File: src/rtl/nfa_match_pkg.sv
package nfa_match_pkg;

  localparam int CHAR_W  = 8;
  localparam int NUM_SYM = 8;
  localparam int NUM_PAT = 4;

  // Symbol slots of the shared decoder
  localparam int SYM_N = 0;
  localparam int SYM_O = 1;
  localparam int SYM_D = 2;
  localparam int SYM_L = 3;
  localparam int SYM_E = 4;
  localparam int SYM_R = 5;
  localparam int SYM_T = 6;
  localparam int SYM_H = 7;

  // Hit vector positions
  localparam int HIT_NOODLE = 0;
  localparam int HIT_NOON   = 1;
  localparam int HIT_NORT   = 2;
  localparam int HIT_NORTH  = 3;

  function automatic logic [CHAR_W-1:0] sym_code(input int idx);
    logic [CHAR_W-1:0] code;
    case (idx)
      SYM_N:   code = 8'h6E;
      SYM_O:   code = 8'h6F;
      SYM_D:   code = 8'h64;
      SYM_L:   code = 8'h6C;
      SYM_E:   code = 8'h65;
      SYM_R:   code = 8'h72;
      SYM_T:   code = 8'h74;
      default: code = 8'h68;
    endcase
    return code;
  endfunction

endpackage

File: src/rtl/nfa_char_decoder.sv
module nfa_char_decoder
  import nfa_match_pkg::*;
#(
  parameter int CW = CHAR_W,
  parameter int NS = NUM_SYM
) (
  input  logic [CW-1:0] in_char,
  output logic [NS-1:0] sym_hit
);

  for (genvar i = 0; i < NS; i++) begin : g_sym
    assign sym_hit[i] = (in_char == CW'(sym_code(i)));
  end

endmodule

File: src/rtl/nfa_delay.sv
module nfa_delay #(
  parameter int W = 1,
  parameter int D = 1
) (
  input  logic         clk,
  input  logic         rst_n,
  input  logic         en,
  input  logic [W-1:0] din,
  output logic [W-1:0] dout
);

  if (D == 0) begin : g_pass
    assign dout = din;
  end else begin : g_chain
    logic [W-1:0] q   [D];
    logic [W-1:0] q_n [D];

    always_comb begin
      for (int k = 0; k < D; k++) begin
        if (en) q_n[k] = (k == 0) ? din : q[(k == 0) ? 0 : k-1];
        else    q_n[k] = q[k];
      end
    end

    always_ff @(posedge clk or negedge rst_n) begin
      if (!rst_n) begin
        for (int k = 0; k < D; k++) q[k] <= '0;
      end else begin
        for (int k = 0; k < D; k++) q[k] <= q_n[k];
      end
    end

    assign dout = q[D-1];

    // first tap captures input only on accepted cycles
    a_r6_tap_capture: assert property (@(posedge clk) disable iff (!rst_n)
      en |=> q[0] == $past(din));
    a_r6_tap_freeze: assert property (@(posedge clk) disable iff (!rst_n)
      !en |=> $stable(q[0]));
  end

endmodule

File: src/rtl/nfa_merge_cmp.sv
module nfa_merge_cmp #(
  parameter int M = 2
) (
  input  logic         clk,
  input  logic         rst_n,
  input  logic         en,
  input  logic [M-1:0] sym_now,  // bit i: decoded i-th run character, current input
  input  logic         src,      // source state bit
  output logic         match
);

  localparam int SRC_LAG = M - 1;

  logic [M-1:0] aligned;
  logic         src_lag;

  for (genvar i = 0; i < M; i++) begin : g_tap
    nfa_delay #(.W(1), .D(M-1-i)) u_sym_dly (
      .clk  (clk),
      .rst_n(rst_n),
      .en   (en),
      .din  (sym_now[i]),
      .dout (aligned[i])
    );
  end

  nfa_delay #(.W(1), .D(SRC_LAG)) u_src_dly (
    .clk  (clk),
    .rst_n(rst_n),
    .en   (en),
    .din  (src),
    .dout (src_lag)
  );

  assign match = (&aligned) & src_lag;

  // a collapsed run can only complete on its final character
  a_r10_last_char: assert property (@(posedge clk) disable iff (!rst_n)
    match |-> sym_now[M-1]);

endmodule

File: src/rtl/nfa_string_matcher.sv
module nfa_string_matcher
  import nfa_match_pkg::*;
(
  input  logic              clk,
  input  logic              rst_n,
  input  logic              in_valid,
  input  logic [CHAR_W-1:0] in_char,
  output logic [NUM_PAT-1:0] hit,
  output logic              hit_valid
);

  localparam int RUN_NO  = 2;
  localparam int RUN_DLE = 3;
  localparam int RUN_RT  = 2;

  logic [NUM_SYM-1:0] sym;

  // Stage registers (one state each after collapsing): depth 2, depth 3, nort accept
  logic d2_q, d3_q, acc_nort_q;
  logic d2_n, d3_n, acc_nort_n;
  logic [NUM_PAT-1:0] hit_q, hit_n;
  logic hit_valid_q;

  logic no_match, dle_match, rt_match;
  logic noon_match, north_match;

  nfa_char_decoder #(.CW(CHAR_W), .NS(NUM_SYM)) u_dec (
    .in_char(in_char),
    .sym_hit(sym)
  );

  // Shared prefix "no" from the always-active start state
  nfa_merge_cmp #(.M(RUN_NO)) u_run_no (
    .clk    (clk),
    .rst_n  (rst_n),
    .en     (in_valid),
    .sym_now({sym[SYM_O], sym[SYM_N]}),
    .src    (1'b1),
    .match  (no_match)
  );

  // Tail "dle" from depth 3 to the noodle accept state
  nfa_merge_cmp #(.M(RUN_DLE)) u_run_dle (
    .clk    (clk),
    .rst_n  (rst_n),
    .en     (in_valid),
    .sym_now({sym[SYM_E], sym[SYM_L], sym[SYM_D]}),
    .src    (d3_q),
    .match  (dle_match)
  );

  // "rt" from depth 2 to the nort accept state
  nfa_merge_cmp #(.M(RUN_RT)) u_run_rt (
    .clk    (clk),
    .rst_n  (rst_n),
    .en     (in_valid),
    .sym_now({sym[SYM_T], sym[SYM_R]}),
    .src    (d2_q),
    .match  (rt_match)
  );

  // Unmerged single transitions
  assign noon_match  = sym[SYM_N] & d3_q;
  assign north_match = sym[SYM_H] & acc_nort_q;

  always_comb begin
    d2_n       = d2_q;
    d3_n       = d3_q;
    acc_nort_n = acc_nort_q;
    hit_n      = '0;
    if (in_valid) begin
      d2_n       = no_match;
      d3_n       = sym[SYM_O] & d2_q;
      acc_nort_n = rt_match;
      hit_n[HIT_NOODLE] = dle_match;
      hit_n[HIT_NOON]   = noon_match;
      hit_n[HIT_NORT]   = rt_match;
      hit_n[HIT_NORTH]  = north_match;
    end
  end

  always_ff @(posedge clk or negedge rst_n) begin
    if (!rst_n) begin
      d2_q        <= 1'b0;
      d3_q        <= 1'b0;
      acc_nort_q  <= 1'b0;
      hit_q       <= '0;
      hit_valid_q <= 1'b0;
    end else begin
      d2_q        <= d2_n;
      d3_q        <= d3_n;
      acc_nort_q  <= acc_nort_n;
      hit_q       <= hit_n;
      hit_valid_q <= in_valid;
    end
  end

  assign hit       = hit_q;
  assign hit_valid = hit_valid_q;

  // outputs idle right after reset release
  a_r1_reset_idle: assert property (@(posedge clk)
    $rose(rst_n) |-> (hit_q == '0) && !hit_valid_q);

  // final characters of the keywords are distinct
  a_r9_single_hit: assert property (@(posedge clk) disable iff (!rst_n)
    $onehot0(hit_q));

  // bubbles freeze the stage registers
  a_r6_stage_hold: assert property (@(posedge clk) disable iff (!rst_n)
    !in_valid |=> $stable({d2_q, d3_q, acc_nort_q}));

  // no hit reported without a qualified result
  a_r6_idle_no_hit: assert property (@(posedge clk) disable iff (!rst_n)
    !hit_valid_q |-> (hit_q == '0));

  // north needs the nort accept state to have been active
  a_r5_north_after_nort: assert property (@(posedge clk) disable iff (!rst_n)
    hit_q[HIT_NORTH] |-> $past(acc_nort_q));

endmodule

File: config.mk
export PLATFORM = sky130hd
export DESIGN_NAME = nfa_string_matcher
export DESIGN_NICKNAME = d
export VERILOG_FILES = /design/src/rtl/nfa_match_pkg.sv /design/src/rtl/nfa_char_decoder.sv /design/src/rtl/nfa_delay.sv /design/src/rtl/nfa_merge_cmp.sv /design/src/rtl/nfa_string_matcher.sv
export SDC_FILE = /design/constraint.sdc
export NUM_CORES = 1
export LEC_CHECK = 0
export ABC_AREA = 1
export BUFFER_PORTS_ARGS = -buffer_cell sky130_fd_sc_hd__buf_2
export CORE_MARGIN = 10
export CORE_UTILIZATION = 29
export DETAILED_ROUTE_END_ITERATION = 12
export GPL_TIMING_DRIVEN = 0
export PLACE_DENSITY_LB_ADDON = 0.12
export REMOVE_ABC_BUFFERS = 1
export SYNTH_ARGS = -nofsm -noshare
export SYNTH_HDL_FRONTEND = slang
export SYNTH_SLANG_ARGS = --single-unit
File: constraint.sdc
create_clock -name clk -period 2.5 [get_ports clk]
set_clock_uncertainty 0.1 [all_clocks]
set_input_delay 0.5 -clock clk [delete_from_list [all_inputs] [get_ports clk]]
set_output_delay 0.5 -clock clk [all_outputs]
set_load 0.03 [all_outputs]
* Word level (Yosys, flattened, before mapping) *
Index checks and enable logic that the tools add are counted.

storage, ports and cells
  flip-flop bits (word level) = 17
  logic and storage cells = 32
  output and inout bits = 5
  input bits = 11

cells by class
  mux-type cells = 1
  reductions and logical operators = 3
  equality and inequality tests = 8
  bitwise operators = 6

operator list
  operator                                             number
  equality test 8 x 7 -> 1 bit, second input constant  8
  bitwise AND 1 bit                                    6
  two-way mux 4 bit                                    1
  AND reduction 2 bit                                  2
  AND reduction 3 bit                                  1

* Depth between registers and ports, before layout *
Gate-level depths: netlist of the first run.

  depth in word-level cells = 4
  gate-level depth with buffers = 5

* By module *
A second synthesis of the first run with hierarchy kept.

second synthesis, totals
  cells, all modules = 118
  area, all modules = 832.0 um2

modules (own cells, without submodules)
  module                                        sequential area each (um2)  area an instance (um2)  cells an instance  times used
  nfa_string_matcher                            200.2                       269.0                   26                 1
  nfa_delay (u_run_dle.g_tap[1].u_sym_dly ...)  25.0                        40.0                    5                  5
  nfa_delay (u_run_dle.g_tap[0].u_sym_dly ...)  50.0                        76.3                    9                  2
  nfa_char_decoder                              0.0                         148.9                   37                 1
  nfa_merge_cmp (u_run_no ...)                  0.0                         13.8                    3                  2
  nfa_delay (u_run_dle.g_tap[2].u_sym_dly ...)  0.0                         7.5                     1                  3
  nfa_merge_cmp (u_run_dle)                     0.0                         11.3                    3                  1

* Least setup slack after synthesis of the first run *
OpenSTA, ideal clock, no wires.

  path kind = in2reg
  start = input port in_char[7]
  end = register hit_q[1] (netlist: hit[1])
  setup time = 69 ps
  path slack = 1433 ps
  data arrival time = 898 ps
  stages = 5
  cells stage by stage = inv_2 nand2_2 nor2_8 nand3_2 nor2_2

between the ends
  longest elaborated chain between the ends = 3

RTL lines
  element                       line                      RTL
  start, declared               nfa_string_matcher.sv:7   input logic [CHAR_W-1:0] in_char,
  equality test 8 x 7 -> 1 bit  nfa_char_decoder.sv:12    assign sym_hit[i] = (in_char == CW'(sym_code(i)));
  bitwise AND 1 bit             nfa_string_matcher.sv:63  assign noon_match = sym[SYM_N] & d3_q;
  two-way mux 4 bit             nfa_string_matcher.sv:71  if (in_valid) begin
  net hit_n[1]                  nfa_string_matcher.sv:21  logic [NUM_PAT-1:0] hit_q, hit_n;
  end signal, assigned          nfa_string_matcher.sv:93  hit_q <= hit_n;
  end, declared                 nfa_string_matcher.sv:21

The timed path passes the listed nets, and every way through them passes these cells.
A chain may end at the register's enable or synchronous reset.

* Worst setup path in the final report of the first run *
  start = register hit_q[0] (netlist: hit[0])
  end = output port hit[0]

RTL lines
  element        line                     RTL
  end, declared  nfa_string_matcher.sv:8  output logic [NUM_PAT-1:0] hit,

No word-level cell between the ends.

==> summary.txt, run 1 <==
Finish
  • Fillers: 284
  • # diodes: 0
  • Layout cells sized above 1: 0.312
  • P&R area growth vs syn: 15.4%
  • Nets: 121

Floorplan
  • Die X: 72.2 um
  • FP Rows: 18
  • # IOs: 16
  • Die H: 72.2 um
  • Core footprint: 2540 um2
  • Die ar.: 5210 um2
  • Initial core utilization: 0.310

Worst setup path
  • Worst EP arrival: 0.83 ns
  • CP cell instances: buf_2
  • Crit path max fanout: 1
  • CP Capture Type: output pin
  • Critical Path Max Stage Delay: 0.37 ns
  • CP Buf/Inv Count: 1
  • Worst path slowest cell: dfrtp_1
  • Startpoint Class: register
  • Critical path class: reg2out
  • Family with the most delay on the worst path: flip-flops
  • Crit path required time: 1.90 ns

STA
  • Slew HR: 0.724
  • Fin. max-slew vios: 0
  • Achievable frequency: 699 MHz
  • Tmin final: 1.43 ns
  • Setup-failing EPs final: 0
  • Final Hold Viols: 0
  • Unrepaired setup endpoints after global routing: false
  • Tcrit/Tclk final: 0.573
  • Setup_tns: 0 ns
  • Worst slew pin tran: 0.413 ns

Logic synthesis
  • Post-synth top area share: 0.539
  • Post-Syn Instances: 92
  • Netlist Area Pre-Place: 790 um2
  • Register area share after synthesis: 0.539
  • Area contributors post-synth: dfrtp_1 (54%), nand2_1 (13%), inv_1 (4.8%), nor2_1 (4.8%), nand2_2 (4.0%)
  • Yosys top cell by area: dfrtp_1
  • FF+latch count, synth: 17
  • Yosys cell types: 16
  • Post-synthesis area per instance: 8.58 um2
  • Yosys warns: 0

Clock network
  • Root buf cell: clkbuf_4
  • Clock-pin transition on the worst setup and hold timing paths: 0.10 ns
  • # resized after CTS: 0
  • Post-CTS setup buffer count: 0
  • Sink Count: 17
  • CTS tree: yes
  • Hold buffers post-CTS: 0
  • Clock network latency to the later pin of the worst-skew pair: 0.29 ns
  • H-tree levels: 1
  • Total CTS buffers: 3
  • CTS max path bufs: 2

Placement
  • IO buf count: 15
  • Dpl hpwl: 1180 um
  • Placer Congestion: 0.784

Global routing
  • Global-route wire length before repair: 2870 um
  • Overflow after GRT: 0
  • Pin count of the biggest net entering global routing: 18
  • Total track usage: 0.0705
  • Number of global-route vias before repair: 630
  • Initial antenna violation count: 0

Pwr
  • Total power: 464 uW
  • Cell leakage power: 0.501 nW
  • Max rail drop VDD: 0.305 mV
  • PD cells: 510 nW/um2

Drt
  • DR iter-0 viols: 21
  • Antenna Nets Post-Route: 0
  • Total number of vias: 596
  • Drt total wl: 1540 um
  • Vias per inst: 4.29
  • DR WL/cell: 11.1 um
  • Number of remaining DRC errors: 0
  • Detailed Routing Iterations Pass 1: 4

Min path
  • HP Class: in2async

Status
  • Status: complete, no violations

Run
  • Max_cap viols: 0
## metal layers
metal | track usage | vias up | share of wire
li1 | - | 313 | -
met1 | 0.0769 | 273 | 0.43
met4 | 0.0258 | 0 | 0.012
met5 | 0 | - | 0
met3 | 0.0367 | 2 | 0.060
met2 | 0.114 | 8 | 0.50
## through the flow
| step | area (um2) | hold slack [ns] | utilization | worst slack [ns] | instances |
|---|---|---|---|---|---|
| CTS | 911 | 0.0106 | 0.358 | 1.05 | 139 |
| floorplan | 771 | 0.104 | - | 1.40 | 90 |
| finish | 911 | 0.0107 | 0.358 | 1.07 | 139 |
| detailed placement | 883 | 0.349 | 0.347 | 0.937 | 135 |
| global placement | 883 | 0.348 | 0.347 | 0.944 | 135 |
| global route | 911 | 0.0137 | 0.358 | 1.01 | 139 |
## logic make-up after synthesis
group	count (synthesis)	share of synthesized area
buffers and inverters	14	0.0808
AOI/OAI and AO/OA	3	0.0238
and+or+nand+nor	58	0.357
DFF	17	0.539
## final timing paths
check / start / to / slack, ns / depth (start not counted)
min in group clk: in_valid / hit_valid / 0.36 / 1
max in group asynchronous: rst_n / d3_q / 2.00 / 1
worst max register to register: u_run_rt.u_src_dly.dout / acc_nort_q / 1.66 / 4
worst min register to register: u_run_no.u_src_dly.dout / u_run_no.u_src_dly.dout / 0.37 / 2
worst max-delay path: hit[0] / hit[0] / 1.07 / 1
worst min-delay path: rst_n / u_run_dle.g_tap[1].u_sym_dly.dout / 0.01 / 1
## cells in the mapped netlist
cell	count
dfrtp_1	17
nor2_2	5
inv_1	10
nor2_1	10
buf_4	1
nand2_2	5
o21ai_2	1
nand3_2	1
nand3b_1	2
o21ai_0	2
inv_2	2
nand2_1	28
nor2_8	1
nand4_1	1
nand3_1	5
buf_6	1
## flip-flops by register name (all words and copies together), names as in the netlist
| signal | count |
|---|---|
| u_run_dle.g_tap.u_sym_dly.g_chain.q | 1 |
| u_run_no.u_src_dly.dout | 1 |
| u_run_rt.u_src_dly.dout | 1 |
| u_run_no.g_tap.u_sym_dly.dout | 1 |
| u_run_dle.u_src_dly.dout | 1 |
| hit | 4 |
| acc_nort_q | 1 |
| d2_q | 1 |
| u_run_dle.u_src_dly.g_chain.q | 1 |
| u_run_rt.g_tap.u_sym_dly.dout | 1 |
| u_run_dle.g_tap.u_sym_dly.dout | 2 |
| d3_q | 1 |
| hit_valid | 1 |
## power by group
part / internal (mW) / switching [mW] / total (mW)
registers: 0.276 / 0.000317 / 0.276
clock network: 0.0595 / 0.0869 / 0.146
logic: 0.0120 / 0.0295 / 0.0416
total: 0.347 / 0.117 / 0.464
## cell type report
class	count	area, um2	share of cell area
sequential	17	425	0.467
clock buffer	3	22.5	0.0247
clock inverter	1	5.00	0.00549
timing repair buffer	15	75.1	0.0824
multi-input combinational	61	300	0.330
tap	30	37.5	0.0412
inverter	12	45.0	0.0495
## cells in the final DEF (no fill, tap or decap)
cell type / instances
nand2_1: 28
dfrtp_1: 17
buf_2: 15
inv_1: 10
nor2_1: 10
nand2_2: 5
nor2_2: 5
nand3_1: 5
clkbuf_4: 3
inv_2: 2
nand3b_1: 2
o21ai_0: 2
nor2_8: 1
nand3_2: 1
nand4_1: 1
o21ai_2: 1
clkinv_2: 1
(Power assumes the default switching activity.)
==> run 2, diff against run 1 <==
clock period = 1.3 ns   (was 2.5 ns; I/O delays follow)
==> summary.txt, run 2 (synthesis gave the netlist of run 1 again) <==
Status
  • Status: complete, no violations

Worst setup path
  • Worst EP arrival: 0.83 ns (about the same)
  • R2r startpoint: u_run_rt.u_src_dly.dout
  • Crit path required time: 0.94 ns (-0.96 ns)
  • CP Capture Type: output pin
  • Crit path max fanout: 1 (unchanged)
  • Worst path slowest cell: dfrtp_1
  • CP startpoint: hit[0]
  • R2r worst-path depth: 4 (unchanged)
  • CP Depth: 1 (unchanged)
  • Worst r2r dst: acc_nort_q
  • Worst R2R Setup Slack: 0.46 ns (-1.20 ns)
  • Critical path class: reg2out
  • Critical Path Sink: hit[0]
  • CP cell instances: buf_2
  • Critical Path Max Stage Delay: 0.37 ns (about the same)
  • Family with the most delay on the worst path: flip-flops
  • Startpoint Class: register
  • CP Buf/Inv Count: 1 (unchanged)

STA
  • Fin. max-slew vios: 0 (unchanged)
  • Unrepaired setup endpoints after global routing: false
  • Final Hold Viols: 0 (unchanged)
  • Setup_tns: 0 ns (unchanged)
  • Worst hold margin: 0.121 ns (+0.110 ns)
  • Setup-failing EPs final: 0 (unchanged)
  • Tcrit/Tclk final: 0.917
  • Achievable frequency: 839 MHz
  • Slew HR: 0.724 (about the same)
  • Worst slew pin tran: 0.413 ns (-0.0000279 ns)
  • Final WS setup: 0.108 ns (-0.960 ns)
  • Tmin final: 1.19 ns

Clock network
  • CTS max path bufs: 2 (unchanged)
  • CTS tree: yes
  • Sink Count: 17 (unchanged)
  • # resized after CTS: 0 (unchanged)
  • Post-CTS setup buffer count: 0 (unchanged)
  • Root buf cell: clkbuf_4
  • Clock-pin transition on the worst setup and hold timing paths: 0.10 ns (about the same)
  • H-tree levels: 1 (unchanged)
  • Total CTS buffers: 3 (unchanged)
  • Clock network latency to the later pin of the worst-skew pair: 0.29 ns (about the same)

Global routing
  • Initial antenna violation count: 0 (unchanged)
  • Overflow after GRT: 0 (unchanged)
  • Global-route wire length before repair: 2900 um (+0.98%)
  • Pin count of the biggest net entering global routing: 18 (unchanged)
  • Total track usage: 0.0710 (+0.000557)
  • Number of global-route vias before repair: 636 (+0.95%)

Drt
  • DR iter-0 viols: 22 (+4.8%)
  • Vias per inst: 4.31 (+0.45%)
  • Detailed Routing Iterations Pass 1: 4 (unchanged)
  • Total number of vias: 603 (+1.2%)
  • Antenna Nets Post-Route: 0 (unchanged)
  • Number of remaining DRC errors: 0 (unchanged)
  • DR WL/cell: 11.1 um (+0.12%)
  • Drt total wl: 1550 um (+0.84%)

Placement
  • Dpl hpwl: 1180 um (unchanged)
  • Dpl cells: 135 (unchanged)
  • Placer Congestion: 0.784 (unchanged)
  • IO buf count: 15 (unchanged)
  • Placement Setup Slack: -0.0229 ns (-0.960 ns)

Finish
  • Nets: 122 (+0.83%)
  • # diodes: 0 (unchanged)
  • Register area: 425 um2 (unchanged)
  • Number of flip-flops in the largest register: 4 (unchanged)
  • Layout cells sized above 1: 0.309 (-0.00284)
  • P&R area growth vs syn: 16.6%
  • Non-filler cells, final: 140 (+0.72%)
  • Fillers: 283 (-0.35%)
  • Commonest non-fill, non-tap cell in the layout: nand2_1
  • Area of the multi-input gates: 300 um2 (unchanged)
  • Commonest non-fill, non-tap cells in the layout: nand2_1 (28), dfrtp_1 (17), buf_2 (15)

Floorplan
  • # IOs: 16 (unchanged)
  • Initial core utilization: 0.310 (unchanged)
  • Die X: 72.2 um (unchanged)
  • Die H: 72.2 um (unchanged)
  • Core footprint: 2540 um2 (unchanged)
  • FP Rows: 18 (unchanged)
  • Die ar.: 5210 um2 (unchanged)

Pwr
  • Total power: 895 uW (+93%)
  • PD cells: 972 nW/um2 (+91%)
  • Cell leakage power: 0.505 nW (+0.83%)
  • Max rail drop VDD: 0.586 mV (+92%)

Min path
  • HP Class: in2reg

Run
  • Max_cap viols: 0 (unchanged)
run 2: changes by cell type in the layout (fill, tap and decap cells not counted):
cell           delta
dlygate4sd3_1     +1
run 2: through the flow:
| step | cell area (um2) | util |
|---|---|---|
| after floorplan | 771 | - |
| after global placement | 883 | 0.347 |
| after detailed placement | 883 | 0.347 |
| after CTS | 921 | 0.362 |
| after global routing | 921 | 0.362 |
| final | 921 | 0.362 |
run 2: layout make-up:
| cell class | instances | area share |
|---|---|---|
| multi-input combinational | 61 | 0.326 |
| clock inverter | 1 | 0.00543 |
| clock buffer | 3 | 0.0245 |
| tap | 30 | 0.0408 |
| inverter | 12 | 0.0489 |
| timing repair buffer | 16 | 0.0924 |
| sequential | 17 | 0.462 |
run 2: worst min-delay path by stage:
stage                       endpoint  slack [ns]  cells after the start  startpoint
after floorplan           acc_nort_q       -0.14                      0       rst_n
after global placement        hit[0]        0.11                      1       rst_n
after detailed placement      hit[0]        0.11                      1       rst_n
after CTS                  hit_valid        0.11                      1    in_valid
after global routing       hit_valid        0.11                      1    in_valid
final                      hit_valid        0.12                      1    in_valid
run 2: metal layers:
metal,vias to the layer above,wire (um),GRT usage
li1,315,-,-
met5,-,0,0
met1,276,679,0.0777
met4,0,19,0.0258
met3,2,80,0.0354
met2,10,775,0.116
run 2: power by group:
part	switching (mW)	internal, mW
clock network	0.167	0.114
logic	0.0571	0.0251
registers	0.000611	0.531
total	0.225	0.670
run 2: what timing repair did:
item                                    4_1_cts  5_1_grt
endpoints found under the setup margin        0        0
hold buffers                                  1        0
hold endpoints to repair                     17        0
==> run 3, diff against run 2 <==
CORE_UTILIZATION = 46   (was 29)
==> summary.txt, run 3 (synthesis gave the netlist of run 1 again) <==
Drt
  • DR iter-0 viols: 11 (-50%)
  • DR WL/cell: 11.8 um (+6.7%)
  • Drt total wl: 1490 um (-3.9%)
  • Antenna Nets Post-Route: 0 (unchanged)
  • Detailed Routing Iterations Pass 1: 2 (-2)
  • Number of remaining DRC errors: 0 (unchanged)
  • Vias per inst: 4.75 (+10%)
  • Total number of vias: 598 (-0.83%)

Finish
  • Commonest non-fill, non-tap cells in the layout: nand2_1 (28), dfrtp_1 (17), buf_2 (15)
  • Layout cells sized above 1: 0.309 (unchanged)
  • Design area: 903 um2 (-1.9%)
  • Commonest non-fill, non-tap cell in the layout: nand2_1
  • Nets: 122 (unchanged)
  • P&R area growth vs syn: 14.4%
  • Number of flip-flops in the largest register: 4 (unchanged)
  • Area of the multi-input gates: 300 um2 (unchanged)
  • # diodes: 0 (unchanged)
  • Fillers: 153 (-46%)
  • Register area: 425 um2 (unchanged)

Pwr
  • Total power: 899 uW (+0.44%)
  • Gate power share: 0.092 (about the same)
  • Seq pwr share: 0.591 (-0.002)
  • Clk pwr share: 0.317 (+0.002)
  • PD cells: 995 nW/um2 (+2.4%)
  • Sw frac: 0.254 (+0.00319)
  • Sw power: 229 uW (+1.7%)
  • P_int: 670 uW (about the same)
  • Cell leakage power: 0.505 nW (unchanged)
  • Max rail drop VDD: 0.489 mV (-16%)

Placement
  • Placement Setup Slack: -0.0162 ns (+0.00667 ns)
  • IO buf count: 15 (unchanged)
  • Dpl cell area: 866 um2 (-2.0%)
  • Placer Congestion: 0.753 (-4.0%)
  • Dpl hpwl: 1120 um (-4.7%)

Clock network
  • Total CTS buffers: 3 (unchanged)
  • H-tree levels: 1 (unchanged)
  • CTS tree: yes
  • Clock-pin transition on the worst setup and hold timing paths: 0.10 ns (about the same)
  • CTS max path bufs: 2 (unchanged)
  • Sink Count: 17 (unchanged)
  • # resized after CTS: 0 (unchanged)
  • Root buf cell: clkbuf_4
  • Clock network latency to the later pin of the worst-skew pair: 0.29 ns (about the same)

Status
  • Status: complete, no violations

Global routing
  • Total track usage: 0.0965 (+0.0254)
  • Initial antenna violation count: 0 (unchanged)
  • Global-route wire length before repair: 2690 um (-7.1%)
  • Overflow after GRT: 0 (unchanged)
  • Pin count of the biggest net entering global routing: 18 (unchanged)
  • Number of global-route vias before repair: 605 (-4.9%)

Worst setup path
  • Worst path slowest cell: dfrtp_1
  • Family with the most delay on the worst path: flip-flops
  • CP Buf/Inv Count: 1 (unchanged)
  • Startpoint Class: register
  • Crit path max fanout: 1 (unchanged)
  • Worst EP arrival: 0.85 ns (+0.02 ns)
  • Crit path required time: 0.94 ns (about the same)
  • Critical Path Max Stage Delay: 0.38 ns (about the same)
  • CP Capture Type: output pin
  • CP cell instances: buf_2
  • Critical path class: reg2out

STA
  • Setup-failing EPs final: 0 (unchanged)
  • Worst slew pin tran: 0.407 ns (-0.00613 ns)
  • Tmin final: 1.21 ns (+0.0189 ns)
  • Achievable frequency: 826 MHz (-1.6%)
  • Unrepaired setup endpoints after global routing: false
  • Final WS setup: 0.0895 ns (-0.0189 ns)
  • Slew HR: 0.728 (+0.00409)
  • Tcrit/Tclk final: 0.931 (+0.0145)
  • Final Hold Viols: 0 (unchanged)
  • Worst hold margin: 0.124 ns (+0.00311 ns)
  • Setup_tns: 0 ns (unchanged)
  • Fin. max-slew vios: 0 (unchanged)

Floorplan
  • Die ar.: 3770 um2 (-28%)
  • Die H: 61.4 um (-15%)
  • Core footprint: 1560 um2 (-39%)
  • Die X: 61.4 um (-15%)
  • # IOs: 16 (unchanged)
  • FP Rows: 14 (-4)
  • Initial core utilization: 0.506 (+0.196)

Run
  • Max_cap viols: 0 (unchanged)

Min path
  • HP Class: in2reg
-- run 3: cell counts in the layout (fill, tap and decap cells not counted) --
No cell type changed its count.
-- run 3: per-stage QoR --
stage               std cells   util
finish                    126  0.579
CTS                       126  0.579
global route              126  0.579
detailed placement        121  0.555
floorplan                  90      -
global placement          121  0.555
-- run 3: final timing paths --
kind / depth (start not counted) / slack (ns) / startpoint / endpoint
max: 1 / 0.09 / hit[3] / hit[3]
min: 1 / 0.12 / in_valid / hit_valid
max reg2reg: 4 / 0.46 / u_run_rt.g_tap[0].u_sym_dly.dout / acc_nort_q
min reg2reg: 2 / 0.37 / u_run_no.u_src_dly.dout / u_run_no.u_src_dly.dout
max in group asynchronous: 2 / 0.52 / rst_n / hit_valid
min in group asynchronous: 2 / 0.30 / rst_n / hit[2]
-- run 3: layer usage --
metal | track usage | vias to the layer above | part of all wire
met5 | 0 | - | 0
met4 | 0.0478 | 0 | 0.0094
met3 | 0.0309 | 2 | 0.058
met2 | 0.164 | 11 | 0.46
met1 | 0.106 | 272 | 0.47
li1 | - | 313 | -
-- run 3: repair_timing --
action | CTS | global route
setup buffers | 0 | 0
hold endpoints to repair | 17 | 0
hold buffers | 1 | 0
-- run 3: cell type report --
class                      instances  share of cell area
clock buffer                       3              0.0249
sequential                        17               0.471
tap                               16              0.0222
multi-input combinational         61               0.332
clock inverter                     1             0.00554
timing repair buffer              16              0.0942
inverter                          12              0.0499
-- run 3: power groups by stage --
stage                     Sequential, mW  Clock, mW  Combinational, mW
after floorplan                    0.545          0             0.0324
after global placement             0.542          0             0.0793
after detailed placement           0.542          0             0.0812
after CTS                          0.531      0.289             0.0840
after global routing               0.532      0.324             0.0922
final                              0.531      0.285             0.0827
